File: src/rtl/pwm_bank_pkg.sv
package pwm_bank_pkg;

   // sub-register selector inside one channel's four-word window
   typedef enum logic [1:0] {
      SUB_CTRL   = 2'd0,
      SUB_DUTY   = 2'd1,
      SUB_PERIOD = 2'd2,
      SUB_COUNT  = 2'd3
   } sub_reg_e;

   // offsets of the shared registers after the last channel window
   localparam int SHR_START = 0;
   localparam int SHR_STOP  = 1;
   localparam int SHR_STAT  = 2;

   localparam int CTRL_W = 3;

   typedef struct packed {
      logic abrupt;     // bit 2
      logic init_high;  // bit 1
      logic out_en;     // bit 0
   } chan_ctrl_t;

endpackage

File: src/rtl/pwm_chan.sv
module pwm_chan
   import pwm_bank_pkg::*;
#(
   parameter int CNT_W   = 16,
   parameter bit OUT_REG = 1'b0
) (
   input  logic             clk,
   input  logic             rst_n,
   input  logic             wr_ctrl,
   input  logic             wr_duty,
   input  logic             wr_period,
   input  logic             wr_count,
   input  logic [CNT_W-1:0] wdata,
   input  logic             start,
   input  logic             stop,
   output chan_ctrl_t       ctrl_q,
   output logic [CNT_W-1:0] duty_q,
   output logic [CNT_W-1:0] period_q,
   output logic [CNT_W-1:0] count_q,
   output logic             run_q,
   output logic             pin
);

   logic phase_q;
   logic drain_q;
   logic at_end;
   logic duty_hit;
   logic level;

   assign at_end   = (count_q == period_q);
   assign duty_hit = (count_q == duty_q) && (duty_q <= period_q);

   always_ff @(posedge clk or negedge rst_n) begin
      if (!rst_n) begin
         ctrl_q   <= '0;
         duty_q   <= '0;
         period_q <= '0;
         count_q  <= '0;
         run_q    <= 1'b0;
         phase_q  <= 1'b0;
         drain_q  <= 1'b0;
      end else begin
         if (wr_ctrl)   ctrl_q   <= chan_ctrl_t'(wdata[CTRL_W-1:0]);
         if (wr_duty)   duty_q   <= wdata;
         if (wr_period) period_q <= wdata;

         // counting: a software write outranks the wrap
         if (wr_count) begin
            count_q <= wdata;
            phase_q <= 1'b0;
         end else if (run_q) begin
            if (at_end) begin
               count_q <= '0;
               phase_q <= 1'b0;
               if (drain_q) begin
                  run_q   <= 1'b0;
                  drain_q <= 1'b0;
               end
            end else begin
               count_q <= count_q + 1'b1;
               if (duty_hit) phase_q <= 1'b1;
            end
         end

         // run control
         if (start) begin
            run_q   <= 1'b1;
            drain_q <= 1'b0;
         end else if (stop) begin
            if (ctrl_q.abrupt) begin
               run_q   <= 1'b0;
               drain_q <= 1'b0;
               phase_q <= 1'b0;
               count_q <= count_q;
            end else if (run_q) begin
               drain_q <= 1'b1;
            end
         end
      end
   end

   assign level = ctrl_q.out_en & (ctrl_q.init_high ^ phase_q);

   generate
      if (OUT_REG) begin : g_pin_reg
         always_ff @(posedge clk or negedge rst_n) begin
            if (!rst_n) pin <= 1'b0;
            else        pin <= level;
         end
      end else begin : g_pin_comb
         assign pin = level;
      end
   endgenerate

endmodule

File: src/rtl/pwm_rd_mux.sv
module pwm_rd_mux
   import pwm_bank_pkg::*;
#(
   parameter int NUM_CH = 8,
   parameter int CNT_W  = 16,
   parameter int DATA_W = 16,
   parameter int ADDR_W = 6
) (
   input  logic [ADDR_W-1:0] addr,
   input  chan_ctrl_t        ctrl_a   [NUM_CH],
   input  logic [CNT_W-1:0]  duty_a   [NUM_CH],
   input  logic [CNT_W-1:0]  period_a [NUM_CH],
   input  logic [CNT_W-1:0]  count_a  [NUM_CH],
   input  logic [NUM_CH-1:0] run_v,
   output logic [DATA_W-1:0] rdata
);

   localparam int SHR_BASE = NUM_CH * 4;

   always_comb begin
      rdata = '0;
      for (int i = 0; i < NUM_CH; i++) begin
         if (addr == ADDR_W'(i*4 + int'(SUB_CTRL)))   rdata = DATA_W'(ctrl_a[i]);
         if (addr == ADDR_W'(i*4 + int'(SUB_DUTY)))   rdata = DATA_W'(duty_a[i]);
         if (addr == ADDR_W'(i*4 + int'(SUB_PERIOD))) rdata = DATA_W'(period_a[i]);
         if (addr == ADDR_W'(i*4 + int'(SUB_COUNT)))  rdata = DATA_W'(count_a[i]);
      end
      if (addr == ADDR_W'(SHR_BASE + SHR_STAT)) rdata = DATA_W'(run_v);
   end

endmodule

File: src/rtl/pwm_timer_bank.sv
module pwm_timer_bank
   import pwm_bank_pkg::*;
#(
   parameter int NUM_CH  = 8,
   parameter int CNT_W   = 16,
   parameter int DATA_W  = 16,
   parameter int ADDR_W  = 6,
   parameter bit OUT_REG = 1'b0
) (
   input  logic              clk,
   input  logic              rst_n,
   input  logic              bus_we,
   input  logic [ADDR_W-1:0] bus_addr,
   input  logic [DATA_W-1:0] bus_wdata,
   output logic [DATA_W-1:0] bus_rdata,
   output logic [NUM_CH-1:0] pwm_out
);

   localparam int SHR_BASE = NUM_CH * 4;
   localparam logic [ADDR_W-1:0] A_START = ADDR_W'(SHR_BASE + SHR_START);
   localparam logic [ADDR_W-1:0] A_STOP  = ADDR_W'(SHR_BASE + SHR_STOP);

   initial begin
      assert (DATA_W >= CNT_W)  else $error("DATA_W narrower than counter");
      assert (DATA_W >= NUM_CH) else $error("DATA_W narrower than channel count");
      assert (CNT_W >= CTRL_W)  else $error("CNT_W narrower than control word");
      assert (SHR_BASE + SHR_STAT < (1 << ADDR_W)) else $error("ADDR_W too small");
   end

   chan_ctrl_t        ctrl_a   [NUM_CH];
   logic [CNT_W-1:0]  duty_a   [NUM_CH];
   logic [CNT_W-1:0]  period_a [NUM_CH];
   logic [CNT_W-1:0]  count_a  [NUM_CH];
   logic [NUM_CH-1:0] run_v;
   logic [NUM_CH-1:0] wr_ctrl_v, wr_duty_v, wr_per_v, wr_cnt_v;
   logic [NUM_CH-1:0] start_v, stop_v;

   generate
      for (genvar i = 0; i < NUM_CH; i++) begin : g_ch
         localparam logic [ADDR_W-1:0] A_BASE = ADDR_W'(i*4);

         assign wr_ctrl_v[i] = bus_we && (bus_addr == A_BASE + ADDR_W'(SUB_CTRL));
         assign wr_duty_v[i] = bus_we && (bus_addr == A_BASE + ADDR_W'(SUB_DUTY));
         assign wr_per_v[i]  = bus_we && (bus_addr == A_BASE + ADDR_W'(SUB_PERIOD));
         assign wr_cnt_v[i]  = bus_we && (bus_addr == A_BASE + ADDR_W'(SUB_COUNT));
         assign start_v[i]   = bus_we && (bus_addr == A_START) && bus_wdata[i];
         assign stop_v[i]    = bus_we && (bus_addr == A_STOP)  && bus_wdata[i];

         pwm_chan #(.CNT_W(CNT_W), .OUT_REG(OUT_REG)) i_chan (
            .clk      (clk),
            .rst_n    (rst_n),
            .wr_ctrl  (wr_ctrl_v[i]),
            .wr_duty  (wr_duty_v[i]),
            .wr_period(wr_per_v[i]),
            .wr_count (wr_cnt_v[i]),
            .wdata    (bus_wdata[CNT_W-1:0]),
            .start    (start_v[i]),
            .stop     (stop_v[i]),
            .ctrl_q   (ctrl_a[i]),
            .duty_q   (duty_a[i]),
            .period_q (period_a[i]),
            .count_q  (count_a[i]),
            .run_q    (run_v[i]),
            .pin      (pwm_out[i])
         );
      end
   endgenerate

   pwm_rd_mux #(
      .NUM_CH(NUM_CH), .CNT_W(CNT_W), .DATA_W(DATA_W), .ADDR_W(ADDR_W)
   ) i_rd_mux (
      .addr    (bus_addr),
      .ctrl_a  (ctrl_a),
      .duty_a  (duty_a),
      .period_a(period_a),
      .count_a (count_a),
      .run_v   (run_v),
      .rdata   (bus_rdata)
   );

endmodule

File: config.mk
export PLATFORM = sky130hd
export DESIGN_NAME = pwm_timer_bank
export DESIGN_NICKNAME = d
export VERILOG_FILES = /design/src/rtl/pwm_bank_pkg.sv /design/src/rtl/pwm_chan.sv /design/src/rtl/pwm_rd_mux.sv /design/src/rtl/pwm_timer_bank.sv
export SDC_FILE = /design/constraint.sdc
export NUM_CORES = 1
export LEC_CHECK = 0
export ABC_CLOCK_PERIOD_IN_PS = 2400
export BUFFER_PORTS_ARGS = -buffer_cell sky130_fd_sc_hd__buf_2
export CORE_MARGIN = 2
export CORE_UTILIZATION = 30
export CTS_BUF_LIST = sky130_fd_sc_hd__clkbuf_4
export DETAILED_ROUTE_END_ITERATION = 10
export PLACE_DENSITY = 0.45
export RECOVER_POWER = 50
export SLEW_MARGIN = 40
export SYNTH_ARGS = -nofsm -noshare
export SYNTH_HDL_FRONTEND = slang
export SYNTH_SLANG_ARGS = --single-unit
File: constraint.sdc
create_clock -name clk -period 2.4 [get_ports clk]
set_input_delay 0.24 -clock clk [delete_from_list [all_inputs] [get_ports clk]]
set_output_delay 0.24 -clock clk [all_outputs]
set_load 0.005 [all_outputs]
==> reports/results.tsv <==
stage	metric	value	unit
route	route.vias.total	29212	
place	dp_hpwl	99.76	mm
worst_hold_path	min_path_cells	4	
timing	worst_slew_pin_slew	1.251	ns
final_layout	drive_above_1_share	30.86	%
synthesis	yosysUniqueCellTypes	92	
cts	clk_pin_slew	0.06	ns
cts	clk_path_buf_depth	3	
synthesis	async_flop_share	100.0	%
floorplanning	row_count	117	
final_layout	finalNonFillerCells	5332	
worst_hold_path	hp-class	input pin to flop	
critical_path	critical_path_class	flop to output port	
run	cap_violations	0	
route	dr.pass1.iters	5	
global_route	use_met1	35.64	%
route	drtIter0Drc	2781	
place	gp_congestion	0.9481	
synthesis	synth_largest_area_cell	dfrtp_1	
route	ant_nets	0	
global_route	grt_use_total	25.53	%
pwr	total_power	26.88	mW
timing	fin_ws	-0.8766	ns
timing	hold_viol	0	
cts	cts_buffers	142	
critical_path	required	2.16	ns
route	viasPerCell	5.479	
pwr	vdd_ir_drop_max	332.9	µV
synthesis	ys_warn_count	0	
timing	timing.hold.ws	0.1532	ns
timing	maxSlewHeadroom	16.63	%
timing	setup_viol_count_final	16	
synthesis	synth_edf_count	0	
global_route	grt_pass1_wl	197.4	mm
global_route	antenna_found_initial	9	
pwr	power.density	689.9	mW/mm²
run_status	violations	setup timing	
timing	min_period	3.277	ns
route	wl_per_cell	25.17	µm
final_layout	nets	4028	
cts	h-tree-depth	4	
timing	maxSlewViolCount	0	
global_route	met2_usage	39.58	%
final_layout	num-fill-cells	10474	
final_layout	layout_common_cells	buf_4 (496), dfrtp_1 (411), o21ai_0 (317)	
timing	finalCritPeriodShare	136.5	%
cts	clock_sinks	432	
final_layout	utilization	38.36	%
global_route	busiest_layer	met2	
synthesis	synth-main-ff-cell	dfrtp_1	
synthesis	syn_inst	3428	
critical_path	critPathArrivalTime	3.04	ns
floorplanning	die_area	0.1048	mm²
critical_path	worstPathMaxFanout	3	
synthesis	syn_nets	3589	
synthesis	yosysSeqAreaShare	35.24	%
global_route	overflow	0	
timing	rsz0062_at_grt	true	
floorplanning	start_util	30.19	%
floorplanning	fp.dieW	323.8	µm
global_route	grt_max_degree	75	
route	routed_wl	134.2	mm
floorplanning	ioPinCount	49	
pwr	power_leakage	16.86	nW
final_layout	areaGrowthSynthToFinish	27.04	%
final_layout	final_common_cell	buf_4	
place	pre_cts_slack	-0.6294	ns
synthesis	syn_area	0.03067	mm²
synthesis	syn-mean-instance-area	8.948	µm²
synthesis	synth_top_cells_by_area	dfrtp_1 (35%), mux2_2 (7.7%), xnor2_1 (6.9%), ha_1 (5.5%), o21ai_0 (5.4%)	
critical_path	end_kind	output port	
global_route	grt_pass1_vias	28775	
critical_path	r2r_cells	8	
timing	worst_clock_skew	0.05539	ns
route	drc	0	
synthesis	ys_seq_elements	432	
critical_path	worst_setup_path_start_kind	flop	
floorplanning	fp.dieH	323.8	µm
synthesis	synth_top_area_share	35.24	%
floorplanning	core	0.1016	mm²
cts	insertion_delay	1.04	ns
global_route	met3_usage	3.827	%
cts	cts_root_buffer	clkbuf_4	
run_status	status	finished, violations left	
cts	cts_tree	done	
place	dp.cells	5054	
timing	max_freq	0.3052	GHz
place	io_buffer_count	48	
-- flip-flops by register name, summed over array words and instances, names as in the netlist --
register              flops
g_ch.i_chan.ctrl_q       24
g_ch.i_chan.duty_q      128
g_ch.i_chan.drain_q       8
g_ch.i_chan.count_q     128
g_ch.i_chan.run_q         8
g_ch.i_chan.phase_q       8
g_ch.i_chan.period_q    128
-- logic make-up after synthesis --
logic type | synth area share (%)
AO/OA/AOI/OAI | 21.79
flip-flops | 35.24
XOR/XNOR | 7.538
adder cells (fa/ha/maj) | 5.547
multiplexers | 8.741
buffers and inverters | 7.391
AND/OR/NAND/NOR | 13.75
-- report_power, final --
part           switching (mW)  leakage, nW  internal [mW]
clock network            3.72         1.06           4.28
logic                    4.63         10.4           4.08
registers                1.74         5.41           8.44
-- synthesized netlist by cell type (all sizes together), types with 42 or more instances --
cell / count
nor2: 160
xnor2: 240
a21o: 48
nor3: 45
a221oi: 42
nand2: 288
a32o: 42
clkbuf: 209
a21oi: 146
nand4: 88
nand3: 82
mux2: 209
inv: 200
buf: 128
dfrtp: 432
ha: 136
o21ai: 338
a22o: 79
-- layout make-up --
class	count	area (µm²)	area share (%)
Timing Repair Buffer	632	5265	13.51
Sequential cell	432	10840	27.81
Tap cell	1368	1712	4.392
Antenna cell	7	17.52	0.04495
Multi-Input combinational cell	2457	18600	47.74
Clock buffer	203	1524	3.911
Inverter	202	758.2	1.946
Clock inverter	31	251.5	0.6454
-- through the flow --
| stage | setup TNS, ns | area [µm²] |
|---|---|---|
| finish | -11.36 | 38970 |
| global placement | -12.12 | 35940 |
| floorplan | 0 | 30670 |
| detailed placement | -12.91 | 35940 |
| CTS | -13.69 | 38660 |
| global route | -15.17 | 38960 |
-- what timing repair did --
action | 4_1_cts | 5_1_grt
gates cloned | 0 | 0
pin swaps | 45 | 52
gates resized for setup | 136 | 68
hold endpoints to repair | 786 | 0
setup buffers | 9 | 16
hold buffers | 24 | 0
setup endpoints to repair | 18 | 41
-- per-layer routing --
metal	part of all wire [%]	routed length, µm
met1	47	62470
met2	45	60210
met3	5.2	6966
met4	3.4	4540
met5	0	0
-- worst max-delay path: stages (launching register included) --
cell and delay (ns):
dfrtp_1 0.43, mux4_2 0.48, mux4_2 0.47, o211ai_1 0.17, buf_4 0.17, a31oi_4 0.12
buf_2 0.16
-- worst paths after layout --
kind | startpoint | endpoint | slack (ns)
min in group asynchronous | rst_n | g_ch[7].i_chan.duty_q[12]$_DFFE_PN0P_ | 1.24
min reg2reg | g_ch[1].i_chan.period_q[1]$_DFFE_PN0P_ | g_ch[1].i_chan.period_q[1]$_DFFE_PN0P_ | 0.57
max in group asynchronous | rst_n | g_ch[3].i_chan.count_q[14]$_DFFE_PN0P_ | 0.10
max | g_ch[0].i_chan.ctrl_q[1]$_DFFE_PN0P_ | bus_rdata[1] | -0.88
max reg2reg | g_ch[7].i_chan.period_q[14]$_DFFE_PN0P_ | g_ch[7].i_chan.phase_q$_DFF_PN0_ | 0.05
min | bus_wdata[4] | g_ch[4].i_chan.period_q[4]$_DFFE_PN0P_ | 0.15
Note: power is estimated with default switching activity, not from simulation.
